**config.mk**
```make
export PLATFORM = sky130hd
export DESIGN_NAME = ubyte_fn_unit
export DESIGN_NICKNAME = d
export VERILOG_FILES = /design/src/rtl/ufu_pkg.sv /design/src/rtl/ufu_arith.sv /design/src/rtl/ufu_shift.sv /design/src/rtl/ufu_nibble.sv /design/src/rtl/ubyte_fn_unit.sv
export SDC_FILE = /design/constraint.sdc
export NUM_CORES = 1
export LEC_CHECK = 0
export BUFFER_PORTS_ARGS = -buffer_cell sky130_fd_sc_hd__buf_4
export CAP_MARGIN = 20
export CORE_MARGIN = 5
export CORE_UTILIZATION = 58
export CTS_CLUSTER_DIAMETER = 60
export DETAILED_ROUTE_END_ITERATION = 12
export PLACE_DENSITY = 0.8
export SYNTH_ARGS = -nofsm -noshare
export SYNTH_HDL_FRONTEND = slang
export SYNTH_SLANG_ARGS = --single-unit
```
**constraint.sdc**
```tcl
create_clock -name clk -period 2.9 [get_ports clk]
set_input_delay 0.435 -clock clk [delete_from_list [all_inputs] [get_ports clk]]
set_output_delay 0.435 -clock clk [all_outputs]
set_load 0.1 [all_outputs]
```
**src/rtl/ufu_pkg.sv**
```systemverilog
package ufu_pkg;
    localparam int unsigned SEL_W = 4;

    typedef enum logic [SEL_W-1:0] {
        OP_INC1 = 4'd0,
        OP_DEC1 = 4'd1,
        OP_INC2 = 4'd2,
        OP_DEC2 = 4'd3,
        OP_NOT  = 4'd4,
        OP_NEG  = 4'd5,
        OP_ROTR = 4'd6,
        OP_ROTL = 4'd7,
        OP_SHR  = 4'd8,
        OP_SHL  = 4'd9,
        OP_SAR  = 4'd10,
        OP_SAR4 = 4'd11,
        OP_SHR4 = 4'd12,
        OP_SHL4 = 4'd13,
        OP_SWAP = 4'd14,
        OP_PASS = 4'd15
    } ufu_op_e;

    typedef enum logic {
        ST_IDLE = 1'b0,
        ST_EMIT = 1'b1
    } ufu_state_e;
endpackage

```
**src/rtl/ufu_arith.sv**
```systemverilog
module ufu_arith #(
    parameter int unsigned DATA_W = 8
) (
    input  logic [DATA_W-1:0] op_in,
    output logic [DATA_W-1:0] inc1_o,
    output logic [DATA_W-1:0] dec1_o,
    output logic [DATA_W-1:0] inc2_o,
    output logic [DATA_W-1:0] dec2_o,
    output logic [DATA_W-1:0] inv_o,
    output logic [DATA_W-1:0] neg_o
);
    localparam logic [DATA_W-1:0] ONE = {{(DATA_W-1){1'b0}}, 1'b1};
    localparam logic [DATA_W-1:0] TWO = {{(DATA_W-2){1'b0}}, 2'b10};

    always_comb begin
        inc1_o = op_in + ONE;
        dec1_o = op_in - ONE;
        inc2_o = op_in + TWO;
        dec2_o = op_in - TWO;
        inv_o  = ~op_in;
        neg_o  = inv_o + ONE;
    end
endmodule

```
**src/rtl/ufu_shift.sv**
```systemverilog
module ufu_shift #(
    parameter int unsigned DATA_W = 8
) (
    input  logic [DATA_W-1:0] op_in,
    output logic [DATA_W-1:0] rotr_o,
    output logic [DATA_W-1:0] rotl_o,
    output logic [DATA_W-1:0] shr_o,
    output logic [DATA_W-1:0] shl_o,
    output logic [DATA_W-1:0] sar_o
);
    localparam int unsigned MSB = DATA_W - 1;

    always_comb begin
        rotr_o = {op_in[0], op_in[MSB:1]};
        rotl_o = {op_in[MSB-1:0], op_in[MSB]};
        shr_o  = {1'b0, op_in[MSB:1]};
        shl_o  = {op_in[MSB-1:0], 1'b0};
        sar_o  = {op_in[MSB], op_in[MSB:1]};
    end
endmodule

```
**src/rtl/ufu_nibble.sv**
```systemverilog
module ufu_nibble #(
    parameter int unsigned DATA_W = 8
) (
    input  logic [DATA_W-1:0] op_in,
    output logic [DATA_W-1:0] sar4_o,
    output logic [DATA_W-1:0] shr4_o,
    output logic [DATA_W-1:0] shl4_o,
    output logic [DATA_W-1:0] swap_o
);
    localparam int unsigned HALF = DATA_W / 2;
    localparam int unsigned MSB  = DATA_W - 1;

    logic [HALF-1:0] hi_n;
    logic [HALF-1:0] lo_n;

    always_comb begin
        hi_n   = op_in[MSB:HALF];
        lo_n   = op_in[HALF-1:0];
        sar4_o = {{HALF{op_in[MSB]}}, hi_n};
        shr4_o = {{HALF{1'b0}}, hi_n};
        shl4_o = {lo_n, {HALF{1'b0}}};
        swap_o = {lo_n, hi_n};
    end
endmodule

```
**src/rtl/ubyte_fn_unit.sv**
```systemverilog
module ubyte_fn_unit
    import ufu_pkg::*;
#(
    parameter int unsigned DATA_W = 8
) (
    input  logic              clk,
    input  logic              rst_n,
    input  logic              in_valid,
    input  logic [SEL_W-1:0]  in_sel,
    input  logic [DATA_W-1:0] in_data,
    output logic [DATA_W-1:0] out_data,
    output logic              out_done
);
    localparam int unsigned HALF = DATA_W / 2;
    localparam logic [DATA_W-1:0] ONE  = {{(DATA_W-1){1'b0}}, 1'b1};
    localparam logic [DATA_W-1:0] FOUR = {{(DATA_W-3){1'b0}}, 3'b100};

    logic [DATA_W-1:0] inc1_w, dec1_w, inc2_w, dec2_w, inv_w, neg_w;
    logic [DATA_W-1:0] rotr_w, rotl_w, shr_w, shl_w, sar_w;
    logic [DATA_W-1:0] sar4_w, shr4_w, shl4_w, swap_w;
    logic [DATA_W-1:0] pick_w;
    logic [DATA_W-1:0] result_q;
    ufu_op_e           op_w;
    ufu_state_e        state_q, state_d;

    ufu_arith #(.DATA_W(DATA_W)) u_arith (
        .op_in (in_data),
        .inc1_o(inc1_w),
        .dec1_o(dec1_w),
        .inc2_o(inc2_w),
        .dec2_o(dec2_w),
        .inv_o (inv_w),
        .neg_o (neg_w)
    );

    ufu_shift #(.DATA_W(DATA_W)) u_shift (
        .op_in (in_data),
        .rotr_o(rotr_w),
        .rotl_o(rotl_w),
        .shr_o (shr_w),
        .shl_o (shl_w),
        .sar_o (sar_w)
    );

    ufu_nibble #(.DATA_W(DATA_W)) u_nibble (
        .op_in (in_data),
        .sar4_o(sar4_w),
        .shr4_o(shr4_w),
        .shl4_o(shl4_w),
        .swap_o(swap_w)
    );

    // Operation select
    always_comb begin
        op_w = ufu_op_e'(in_sel);
        unique case (op_w)
            OP_INC1: pick_w = inc1_w;
            OP_DEC1: pick_w = dec1_w;
            OP_INC2: pick_w = inc2_w;
            OP_DEC2: pick_w = dec2_w;
            OP_NOT:  pick_w = inv_w;
            OP_NEG:  pick_w = neg_w;
            OP_ROTR: pick_w = rotr_w;
            OP_ROTL: pick_w = rotl_w;
            OP_SHR:  pick_w = shr_w;
            OP_SHL:  pick_w = shl_w;
            OP_SAR:  pick_w = sar_w;
            OP_SAR4: pick_w = sar4_w;
            OP_SHR4: pick_w = shr4_w;
            OP_SHL4: pick_w = shl4_w;
            OP_SWAP: pick_w = swap_w;
            OP_PASS: pick_w = in_data;
            default: pick_w = in_data;
        endcase
    end

    // Next-state logic
    always_comb begin
        unique case (state_q)
            ST_IDLE: state_d = in_valid ? ST_EMIT : ST_IDLE;
            ST_EMIT: state_d = in_valid ? ST_EMIT : ST_IDLE;
            default: state_d = ST_IDLE;
        endcase
    end

    // State register
    always_ff @(posedge clk) begin
        if (!rst_n) begin
            state_q <= ST_IDLE;
        end else begin
            state_q <= state_d;
        end
    end

    // Output register
    always_ff @(posedge clk) begin
        if (!rst_n) begin
            result_q <= '0;
        end else if (in_valid) begin
            result_q <= pick_w;
        end
    end

    assign out_data = result_q;
    assign out_done = (state_q == ST_EMIT);


    done_after_valid_chk: assert property (@(posedge clk) disable iff (!rst_n)
        in_valid |=> out_done);


    done_needs_valid_chk: assert property (@(posedge clk) disable iff (!rst_n)
        out_done |-> $past(in_valid));


    hold_when_idle_chk: assert property (@(posedge clk) disable iff (!rst_n)
        !in_valid |=> $stable(out_data));


    step_span_chk: assert property (@(posedge clk) disable iff (!rst_n)
        (inc2_w - dec2_w) == FOUR);


    neg_vs_inv_chk: assert property (@(posedge clk) disable iff (!rst_n)
        (neg_w - inv_w) == ONE);


    rotate_keeps_ones_chk: assert property (@(posedge clk) disable iff (!rst_n)
        $countones(rotr_w) == $countones(in_data));


    sar4_low_chk: assert property (@(posedge clk) disable iff (!rst_n)
        sar4_w[HALF-1:0] == shr4_w[HALF-1:0]);


    swap_parts_chk: assert property (@(posedge clk) disable iff (!rst_n)
        swap_w == (shr4_w | shl4_w));
endmodule

```
==> impl_metrics.xml, run 1 <==
<?xml version="1.0" encoding="UTF-8"?>
<metrics>
  <group name="synth">
    <metric name="most_area_consuming_cells_after_synthesis" unit="">sky130_fd_sc_hd__dfxtp_1 (10%), sky130_fd_sc_hd__o21ai_0 (5.8%), sky130_fd_sc_hd__a21oi_1 (4.4%)</metric>
    <metric name="synth-warning-count" unit="">0</metric>
    <metric name="yosys.area_share.adder" unit="">0.02035</metric>
    <metric name="ys_seq_area_frac" unit="">0.1047</metric>
    <metric name="ys_dominant_reg_cell" unit="">sky130_fd_sc_hd__dfxtp_1</metric>
    <metric name="netlist_area" unit="mm^2">0.001722</metric>
    <metric name="synth.largest_area_cell" unit="">sky130_fd_sc_hd__dfxtp_1</metric>
    <metric name="avgSynthCellArea" unit="um^2">6.778</metric>
    <metric name="synth_cell_types" unit="">64</metric>
    <metric name="synth_enable_flop_cells" unit="">0</metric>
    <metric name="compound_gate_fraction_of_synth_area" unit="">0.3387</metric>
    <metric name="main_combinational_cell_family_by_area_after_synthesis" unit="">compound AO/OA/AOI/OAI gates</metric>
    <metric name="synth-seq-cells" unit="">9</metric>
    <metric name="share_of_synthesized_cell_area_in_and_or_nand_and_nor_gates" unit="">0.3365</metric>
    <metric name="netlist_instances" unit="">254</metric>
    <metric name="synth_mux_area_frac" unit="">0.04070</metric>
    <metric name="synth_nets" unit="">271</metric>
    <metric name="async_reset_ff_frac" unit="">0</metric>
    <metric name="yosys.area_share.xor_xnor" unit="">0.05087</metric>
    <metric name="synth_largest_type_area_fraction" unit="">0.1047</metric>
  </group>
  <group name="worst_hold_path">
    <metric name="worst_hold_startpoint" unit="">rst_n</metric>
    <metric name="hold-path-endpoint" unit="">out_data[0]$_SDFFE_PN0P_</metric>
    <metric name="holdPathStages" unit="">3</metric>
    <metric name="min-delay-path-class" unit="">input pin to flop</metric>
  </group>
  <group name="sta">
    <metric name="setup_tns" unit="ps">0</metric>
    <metric name="tightestPinTransition" unit="ps">760.5</metric>
    <metric name="clock_skew" unit="ps">0</metric>
    <metric name="timing.final.crit_period" unit="ps">2259</metric>
    <metric name="unrepaired_setup_endpoints_after_global_routing" unit="">no</metric>
    <metric name="hold_viol_final" unit="">0</metric>
    <metric name="fin_worst_hold_slack" unit="ps">459.2</metric>
    <metric name="slew_violations" unit="">0</metric>
    <metric name="timing.max_slew.rel_slack" unit="">0.4799</metric>
    <metric name="layout_worst_path_cycle_share" unit="">0.7791</metric>
    <metric name="setup_viol" unit="">0</metric>
    <metric name="max_clock_freq" unit="MHz">442.6</metric>
  </group>
  <group name="grt">
    <metric name="antenna_found_initial" unit="">0</metric>
    <metric name="grtUsageMet3" unit="">0.03454</metric>
    <metric name="most_heavily_used_metal_layer_in_global_routing" unit="">met2</metric>
    <metric name="groute.layer.met1.usage" unit="">0.3417</metric>
    <metric name="global_route.usage.total" unit="">0.2360</metric>
    <metric name="pin_count_of_the_biggest_net_entering_global_routing" unit="">45</metric>
    <metric name="first_global_vias" unit="">1605</metric>
    <metric name="wire_length_of_the_first_global_routing_pass" unit="mm">7.976</metric>
    <metric name="grtUsageMet2" unit="">0.3673</metric>
    <metric name="globalRoute.totalOverflow" unit="">0</metric>
  </group>
  <group name="die">
    <metric name="core.rowCount" unit="">19</metric>
    <metric name="dieArea" unit="mm^2">0.004158</metric>
    <metric name="die_w" unit="um">64.48</metric>
    <metric name="ioPinCount" unit="">24</metric>
    <metric name="design.core.area" unit="mm^2">0.002805</metric>
    <metric name="initial_standard_cell_utilization_of_the_core" unit="">0.6137</metric>
    <metric name="die_height" unit="um">64.48</metric>
  </group>
  <group name="worst_setup_path">
    <metric name="capturing_element_type_of_the_critical_path" unit="">flop</metric>
    <metric name="critical_path.startpoint_type" unit="">input pin</metric>
    <metric name="regToRegStartpoint" unit="">out_data[7]$_SDFFE_PN0P_</metric>
    <metric name="r2r-end" unit="">out_data[7]$_SDFFE_PN0P_</metric>
    <metric name="rr_worst_depth" unit="">2</metric>
    <metric name="cp_data_arrival_time" unit="ps">2440</metric>
    <metric name="timing.reg2reg.setup_slack" unit="ps">2120</metric>
    <metric name="setup.worst_path.class" unit="">input pin to flop</metric>
    <metric name="crit_path_max_fanout" unit="">34</metric>
    <metric name="cp.required" unit="ps">3090</metric>
  </group>
  <group name="cts">
    <metric name="quantity_of_hold_fixing_buffers_added_after_cts" unit="">0</metric>
    <metric name="cts_post_setup_buffers_inserted" unit="">0</metric>
    <metric name="htree_levels" unit="">1</metric>
    <metric name="cts.reportedPaths.clkPinSlew" unit="ps">60</metric>
    <metric name="clock_latency" unit="ps">270</metric>
    <metric name="tritoncts" unit="">built</metric>
    <metric name="postCtsResizedCells" unit="">0</metric>
    <metric name="root_buf_cell" unit="">sky130_fd_sc_hd__clkbuf_4</metric>
    <metric name="ctsLongestPathBuffers" unit="">2</metric>
    <metric name="clock_sinks" unit="">9</metric>
    <metric name="numCtsBuffers" unit="">3</metric>
  </group>
  <group name="flow_run">
    <metric name="max-cap-violations" unit="">0</metric>
  </group>
  <group name="layout">
    <metric name="most_common_cell_after_layout_fill_and_taps_aside" unit="">sky130_fd_sc_hd__buf_4</metric>
    <metric name="stdcell_count" unit="">287</metric>
    <metric name="nNetsFinal" unit="">274</metric>
    <metric name="drive_gt1_frac" unit="">0.1602</metric>
    <metric name="diodes" unit="">0</metric>
    <metric name="syn_to_final_growth" unit="%">6.904</metric>
    <metric name="layout.cells.most_common_list" unit="">sky130_fd_sc_hd__buf_4 (27), sky130_fd_sc_hd__o21ai_0 (20), sky130_fd_sc_hd__nand2_1 (20)</metric>
  </group>
  <group name="placed_design">
    <metric name="hpwl" unit="mm">3.391</metric>
    <metric name="numPlacedInstances" unit="">283</metric>
    <metric name="globalplace.congestion" unit="">0.9455</metric>
    <metric name="port-buffer-count" unit="">23</metric>
  </group>
  <group name="pwr">
    <metric name="worst_ir_drop_on_vdd" unit="mV">0.3013</metric>
    <metric name="power.share.sequential" unit="">0.250</metric>
    <metric name="pwr-share-comb" unit="">0.562</metric>
    <metric name="power.static_leakage" unit="nW">0.6922</metric>
    <metric name="power_density_cells" unit="mW/mm^2">301.7</metric>
    <metric name="p_total" unit="uW">555.3</metric>
    <metric name="p_int" unit="uW">286.7</metric>
    <metric name="power.share.clock" unit="">0.188</metric>
    <metric name="power.net_switching" unit="uW">268.6</metric>
    <metric name="switching_share" unit="">0.4837</metric>
  </group>
  <group name="drt">
    <metric name="drt-wirelength-per-cell" unit="um">17.19</metric>
    <metric name="drtPass1Iterations" unit="">5</metric>
    <metric name="drc" unit="">0</metric>
    <metric name="routed_via_density" unit="">6.899</metric>
    <metric name="routed_wl" unit="mm">4.934</metric>
    <metric name="num_vias" unit="">1980</metric>
    <metric name="ant_nets" unit="">0</metric>
    <metric name="detail_route.iter0.violations" unit="">286</metric>
  </group>
  <group name="run_status">
    <metric name="run_status" unit="">finished clean</metric>
  </group>
</metrics>
sequential cells by signal (all words and copies together) (netlist names):
name and flops:
out_done 1, out_data 8
Yosys cell counts, drive strengths merged (5+ instances only):
cell type and instances:
clkbuf 10, a21oi 15, nor3 10, nand4 5, nand3b 8, a31oi 9
dfxtp 9, mux2i 7, o32ai 5, buf 19, inv 10, nand3 7
nor2 14, xnor2 8, o21ai 24, nand2 20
power by group through the flow:
stage,registers (mW),logic (mW),clock network (mW)
floorplan,0.216,0.168,0
global placement,0.142,0.306,0
detailed placement,0.142,0.307,0
CTS,0.139,0.308,0.102
global route,0.140,0.334,0.116
finish,0.139,0.312,0.105
cells by family (layout without fill, tap and decap cells):
logic type / after synthesis / in the layout
and+or+nand+nor: 100 / 100
muxes: 7 / 7
adders and majority gates: 3 / 3
DFF: 9 / 9
AOI/OAI and AO/OA: 86 / 86
xor gates and xnor gates: 10 / 10
buffers and inverters: 39 / 41
metrics by stage:
stage | instance area (um^2) | util | worst slack, ps
final | 1841 | 0.6561 | 640.6
after CTS | 1841 | 0.6561 | 638.7
after detailed placement | 1814 | 0.6467 | 369.5
after global placement | 1814 | 0.6467 | 412.8
after global routing | 1841 | 0.6561 | 489.9
after floorplan | 1722 | - | 529.8
worst max path at each step:
stage | start | endpoint | slack [ps] | cells after the start
global route | in_sel[1] | out_data[5]$_SDFFE_PN0P_ | 490 | 9
CTS | in_sel[1] | out_data[5]$_SDFFE_PN0P_ | 640 | 9
floorplan | in_sel[3] | out_data[5]$_SDFFE_PN0P_ | 530 | 10
detailed placement | in_sel[1] | out_data[5]$_SDFFE_PN0P_ | 370 | 9
finish | in_sel[1] | out_data[5]$_SDFFE_PN0P_ | 640 | 9
global placement | in_sel[1] | out_data[5]$_SDFFE_PN0P_ | 410 | 9
layer usage:
layer	wire length, um	vias up
met2	2260	104
met3	444	11
met1	2138	900
li1	-	965
met5	0	-
met4	90	0
layout make-up:
cell class	instances	area (um^2)
sequential	9	180.2
inverter	10	37.54
clock buffer	4	26.28
timing repair buffer	27	202.7
tap	31	38.79
multi-input combinational	206	1355
fill	265	964.7
critical path, cell delays in order:
cell and delay [ps]:
sky130_fd_sc_hd__buf_4 290, sky130_fd_sc_hd__nand4bb_1 180, sky130_fd_sc_hd__xnor2_1 160, sky130_fd_sc_hd__ha_1 250, sky130_fd_sc_hd__or4_1 400, sky130_fd_sc_hd__mux2i_1 190
sky130_fd_sc_hd__a221o_2 190, sky130_fd_sc_hd__a2bb2oi_2 60, sky130_fd_sc_hd__o41ai_2 290
Power figures use the tool's default switching activity.
==> run 2, diff against run 1 <==
- CORE_UTILIZATION: 58 -> 53
- PLACE_DENSITY: 0.8 -> 0.77
- clock period: 2.9 -> 1.94 ns (I/O delays scaled with it)
==> run 2 against run 1 <==
Net effect: critical path type unchanged; critical path depth did not move; combinational power rose by 69%; non-clock buffer count rose by 26; worst hold slack got worse by 140 ps; worst setup slack got worse by 600 ps; clock power rose by 54%; cell area rose by 14%; sequential share of layout area fell by 1.2 points.
==> impl_metrics.xml, run 2 (synthesized netlist as in run 1, its figures left out) <==
<?xml version="1.0" encoding="UTF-8"?>
<metrics>
  <group name="pwr">
    <metric name="power.net_switching" unit="uW">427.4</metric>
    <metric name="switching_share" unit="">0.4761</metric>
    <metric name="power.share.sequential" unit="">0.232</metric>
    <metric name="p_int" unit="uW">470.3</metric>
    <metric name="power.share.clock" unit="">0.181</metric>
    <metric name="power.static_leakage" unit="nW">0.8262</metric>
    <metric name="p_total" unit="uW">897.7</metric>
    <metric name="power_density_cells" unit="mW/mm^2">429.1</metric>
    <metric name="worst_ir_drop_on_vdd" unit="mV">0.4288</metric>
    <metric name="pwr-share-comb" unit="">0.588</metric>
  </group>
  <group name="drt">
    <metric name="drc" unit="">0</metric>
    <metric name="detail_route.iter0.violations" unit="">318</metric>
    <metric name="ant_nets" unit="">0</metric>
    <metric name="num_vias" unit="">2135</metric>
    <metric name="drt-wirelength-per-cell" unit="um">17.37</metric>
    <metric name="drtPass1Iterations" unit="">6</metric>
    <metric name="routed_wl" unit="mm">5.664</metric>
    <metric name="routed_via_density" unit="">6.549</metric>
  </group>
  <group name="grt">
    <metric name="globalRoute.totalOverflow" unit="">0</metric>
    <metric name="wire_length_of_the_first_global_routing_pass" unit="mm">9.466</metric>
    <metric name="first_global_vias" unit="">1978</metric>
    <metric name="pin_count_of_the_biggest_net_entering_global_routing" unit="">45</metric>
    <metric name="antenna_found_initial" unit="">0</metric>
    <metric name="global_route.usage.total" unit="">0.2740</metric>
  </group>
  <group name="cts">
    <metric name="numCtsBuffers" unit="">3</metric>
    <metric name="root_buf_cell" unit="">sky130_fd_sc_hd__clkbuf_4</metric>
    <metric name="cts.reportedPaths.clkPinSlew" unit="ps">70</metric>
    <metric name="postCtsResizedCells" unit="">0</metric>
    <metric name="quantity_of_hold_fixing_buffers_added_after_cts" unit="">0</metric>
    <metric name="cts_post_setup_buffers_inserted" unit="">0</metric>
    <metric name="clock_latency" unit="ps">270</metric>
    <metric name="clock_sinks" unit="">9</metric>
    <metric name="htree_levels" unit="">1</metric>
    <metric name="tritoncts" unit="">built</metric>
    <metric name="ctsLongestPathBuffers" unit="">2</metric>
  </group>
  <group name="worst_hold_path">
    <metric name="min-delay-path-class" unit="">input pin to flop</metric>
  </group>
  <group name="worst_setup_path">
    <metric name="critical_path.startpoint_type" unit="">input pin</metric>
    <metric name="cp.required" unit="ps">2130</metric>
    <metric name="crit_path_max_fanout" unit="">3</metric>
    <metric name="cp_data_arrival_time" unit="ps">2090</metric>
    <metric name="setup.worst_path.class" unit="">input pin to flop</metric>
    <metric name="capturing_element_type_of_the_critical_path" unit="">flop</metric>
  </group>
  <group name="placed_design">
    <metric name="port-buffer-count" unit="">23</metric>
    <metric name="hpwl" unit="mm">4.035</metric>
    <metric name="detailedPlace.worstSlack" unit="ps">-225.3</metric>
    <metric name="globalplace.congestion" unit="">0.9579</metric>
  </group>
  <group name="die">
    <metric name="design.core.area" unit="mm^2">0.003078</metric>
    <metric name="die_height" unit="um">67.00</metric>
    <metric name="core.rowCount" unit="">20</metric>
    <metric name="initial_standard_cell_utilization_of_the_core" unit="">0.5593</metric>
    <metric name="dieArea" unit="mm^2">0.004488</metric>
    <metric name="die_w" unit="um">67.00</metric>
    <metric name="ioPinCount" unit="">24</metric>
  </group>
  <group name="layout">
    <metric name="fill_cells" unit="">288</metric>
    <metric name="nNetsFinal" unit="">300</metric>
    <metric name="diodes" unit="">0</metric>
    <metric name="drive_gt1_frac" unit="">0.2482</metric>
    <metric name="largest_reg_flops" unit="">8</metric>
    <metric name="syn_to_final_growth" unit="%">21.51</metric>
    <metric name="layout.cells.most_common_list" unit="">sky130_fd_sc_hd__buf_4 (51), sky130_fd_sc_hd__o21ai_0 (20), sky130_fd_sc_hd__nand2_1 (20)</metric>
    <metric name="most_common_cell_after_layout_fill_and_taps_aside" unit="">sky130_fd_sc_hd__buf_4</metric>
  </group>
  <group name="run_status">
    <metric name="run_status" unit="">finished clean</metric>
  </group>
  <group name="sta">
    <metric name="clock_skew" unit="ps">0</metric>
    <metric name="finalWorstSetupSlack" unit="ps">45.55</metric>
    <metric name="slew_violations" unit="">0</metric>
    <metric name="unrepaired_setup_endpoints_after_global_routing" unit="">no</metric>
    <metric name="hold_viol_final" unit="">0</metric>
    <metric name="setup_viol" unit="">0</metric>
    <metric name="fin_worst_hold_slack" unit="ps">314.8</metric>
    <metric name="layout_worst_path_cycle_share" unit="">0.9765</metric>
    <metric name="max_clock_freq" unit="MHz">527.9</metric>
    <metric name="tightestPinTransition" unit="ps">410.2</metric>
    <metric name="timing.max_slew.rel_slack" unit="">0.7195</metric>
    <metric name="timing.final.crit_period" unit="ps">1894</metric>
  </group>
  <group name="flow_run">
    <metric name="max-cap-violations" unit="">0</metric>
  </group>
</metrics>
==> run 2: cell count changes in the layout (fill, tap and decap cells not counted) <==
| cell | before | now |
|---|---|---|
| sky130_fd_sc_hd__buf_4 | 27 | 51 |
| sky130_fd_sc_hd__ha_2 | 0 | 1 |
| sky130_fd_sc_hd__ha_1 | 2 | 1 |
| sky130_fd_sc_hd__o2111ai_1 | 3 | 2 |
| sky130_fd_sc_hd__a2111oi_2 | 0 | 1 |
| sky130_fd_sc_hd__o2111ai_2 | 0 | 1 |
| sky130_fd_sc_hd__a2111oi_0 | 2 | 1 |
| sky130_fd_sc_hd__buf_12 | 0 | 2 |
==> run 2: final timing paths <==
| kind | start | endpoint | slack (ps) | cells after the start |
|---|---|---|---|---|
| min reg2reg | out_data[3]$_SDFFE_PN0P_ | out_data[3]$_SDFFE_PN0P_ | 480 | 2 |
| max reg2reg | out_data[7]$_SDFFE_PN0P_ | out_data[7]$_SDFFE_PN0P_ | 1280 | 2 |
| max | in_sel[2] | out_data[5]$_SDFFE_PN0P_ | 50 | 9 |
| min | rst_n | out_data[4]$_SDFFE_PN0P_ | 310 | 3 |
==> run 2: worst max-delay path, stage by stage <==
cell and delay [ps]:
sky130_fd_sc_hd__buf_4 110, sky130_fd_sc_hd__nand4bb_1 220, sky130_fd_sc_hd__xnor2_1 160, sky130_fd_sc_hd__ha_2 190, sky130_fd_sc_hd__or4_1 380, sky130_fd_sc_hd__mux2i_1 220, sky130_fd_sc_hd__a221o_2 210, sky130_fd_sc_hd__a2bb2oi_2 60
sky130_fd_sc_hd__o41ai_2 260
==> run 2: area by class of cell <==
cell class / instances / area, um^2 / area share
flip-flops and latches: 9 / 180.2 / 0.08612
well taps: 44 / 55.05 / 0.02632
repair buffers: 53 / 422.9 / 0.2022
inverters: 10 / 37.54 / 0.01794
multi-input cells: 206 / 1370 / 0.6549
clock buffers: 4 / 26.28 / 0.01256
==> run 2: power groups by stage <==
stage	registers (mW)	logic, mW	clock network (mW)
2_1_floorplan	0.323	0.253	0
4_1_cts	0.208	0.517	0.164
3_3_place_gp	0.212	0.508	0
5_1_grt	0.211	0.565	0.175
3_5_place_dp	0.212	0.515	0
6_report	0.208	0.527	0.162
==> run 2: per-stage QoR <==
step           utilization  setup TNS, ps  instance area [um^2]  std cells
6_report            0.6797              0                  2092        326
5_1_grt             0.6797              0                  2092        326
4_1_cts             0.6776              0                  2086        326
3_5_place_dp        0.6691         -588.8                  2059        322
3_3_place_gp        0.6691         -415.0                  2059        322
2_1_floorplan            -         -216.7                  1737        254
==> run 2: per-layer routing <==
metal | up-vias | share of wire | GRT usage
li1 | 1017 | - | -
met1 | 970 | 0.40 | 0.3671
met2 | 128 | 0.47 | 0.4220
met3 | 20 | 0.095 | 0.03879
met4 | 0 | 0.035 | 0.1392
met5 | - | 0 | 0
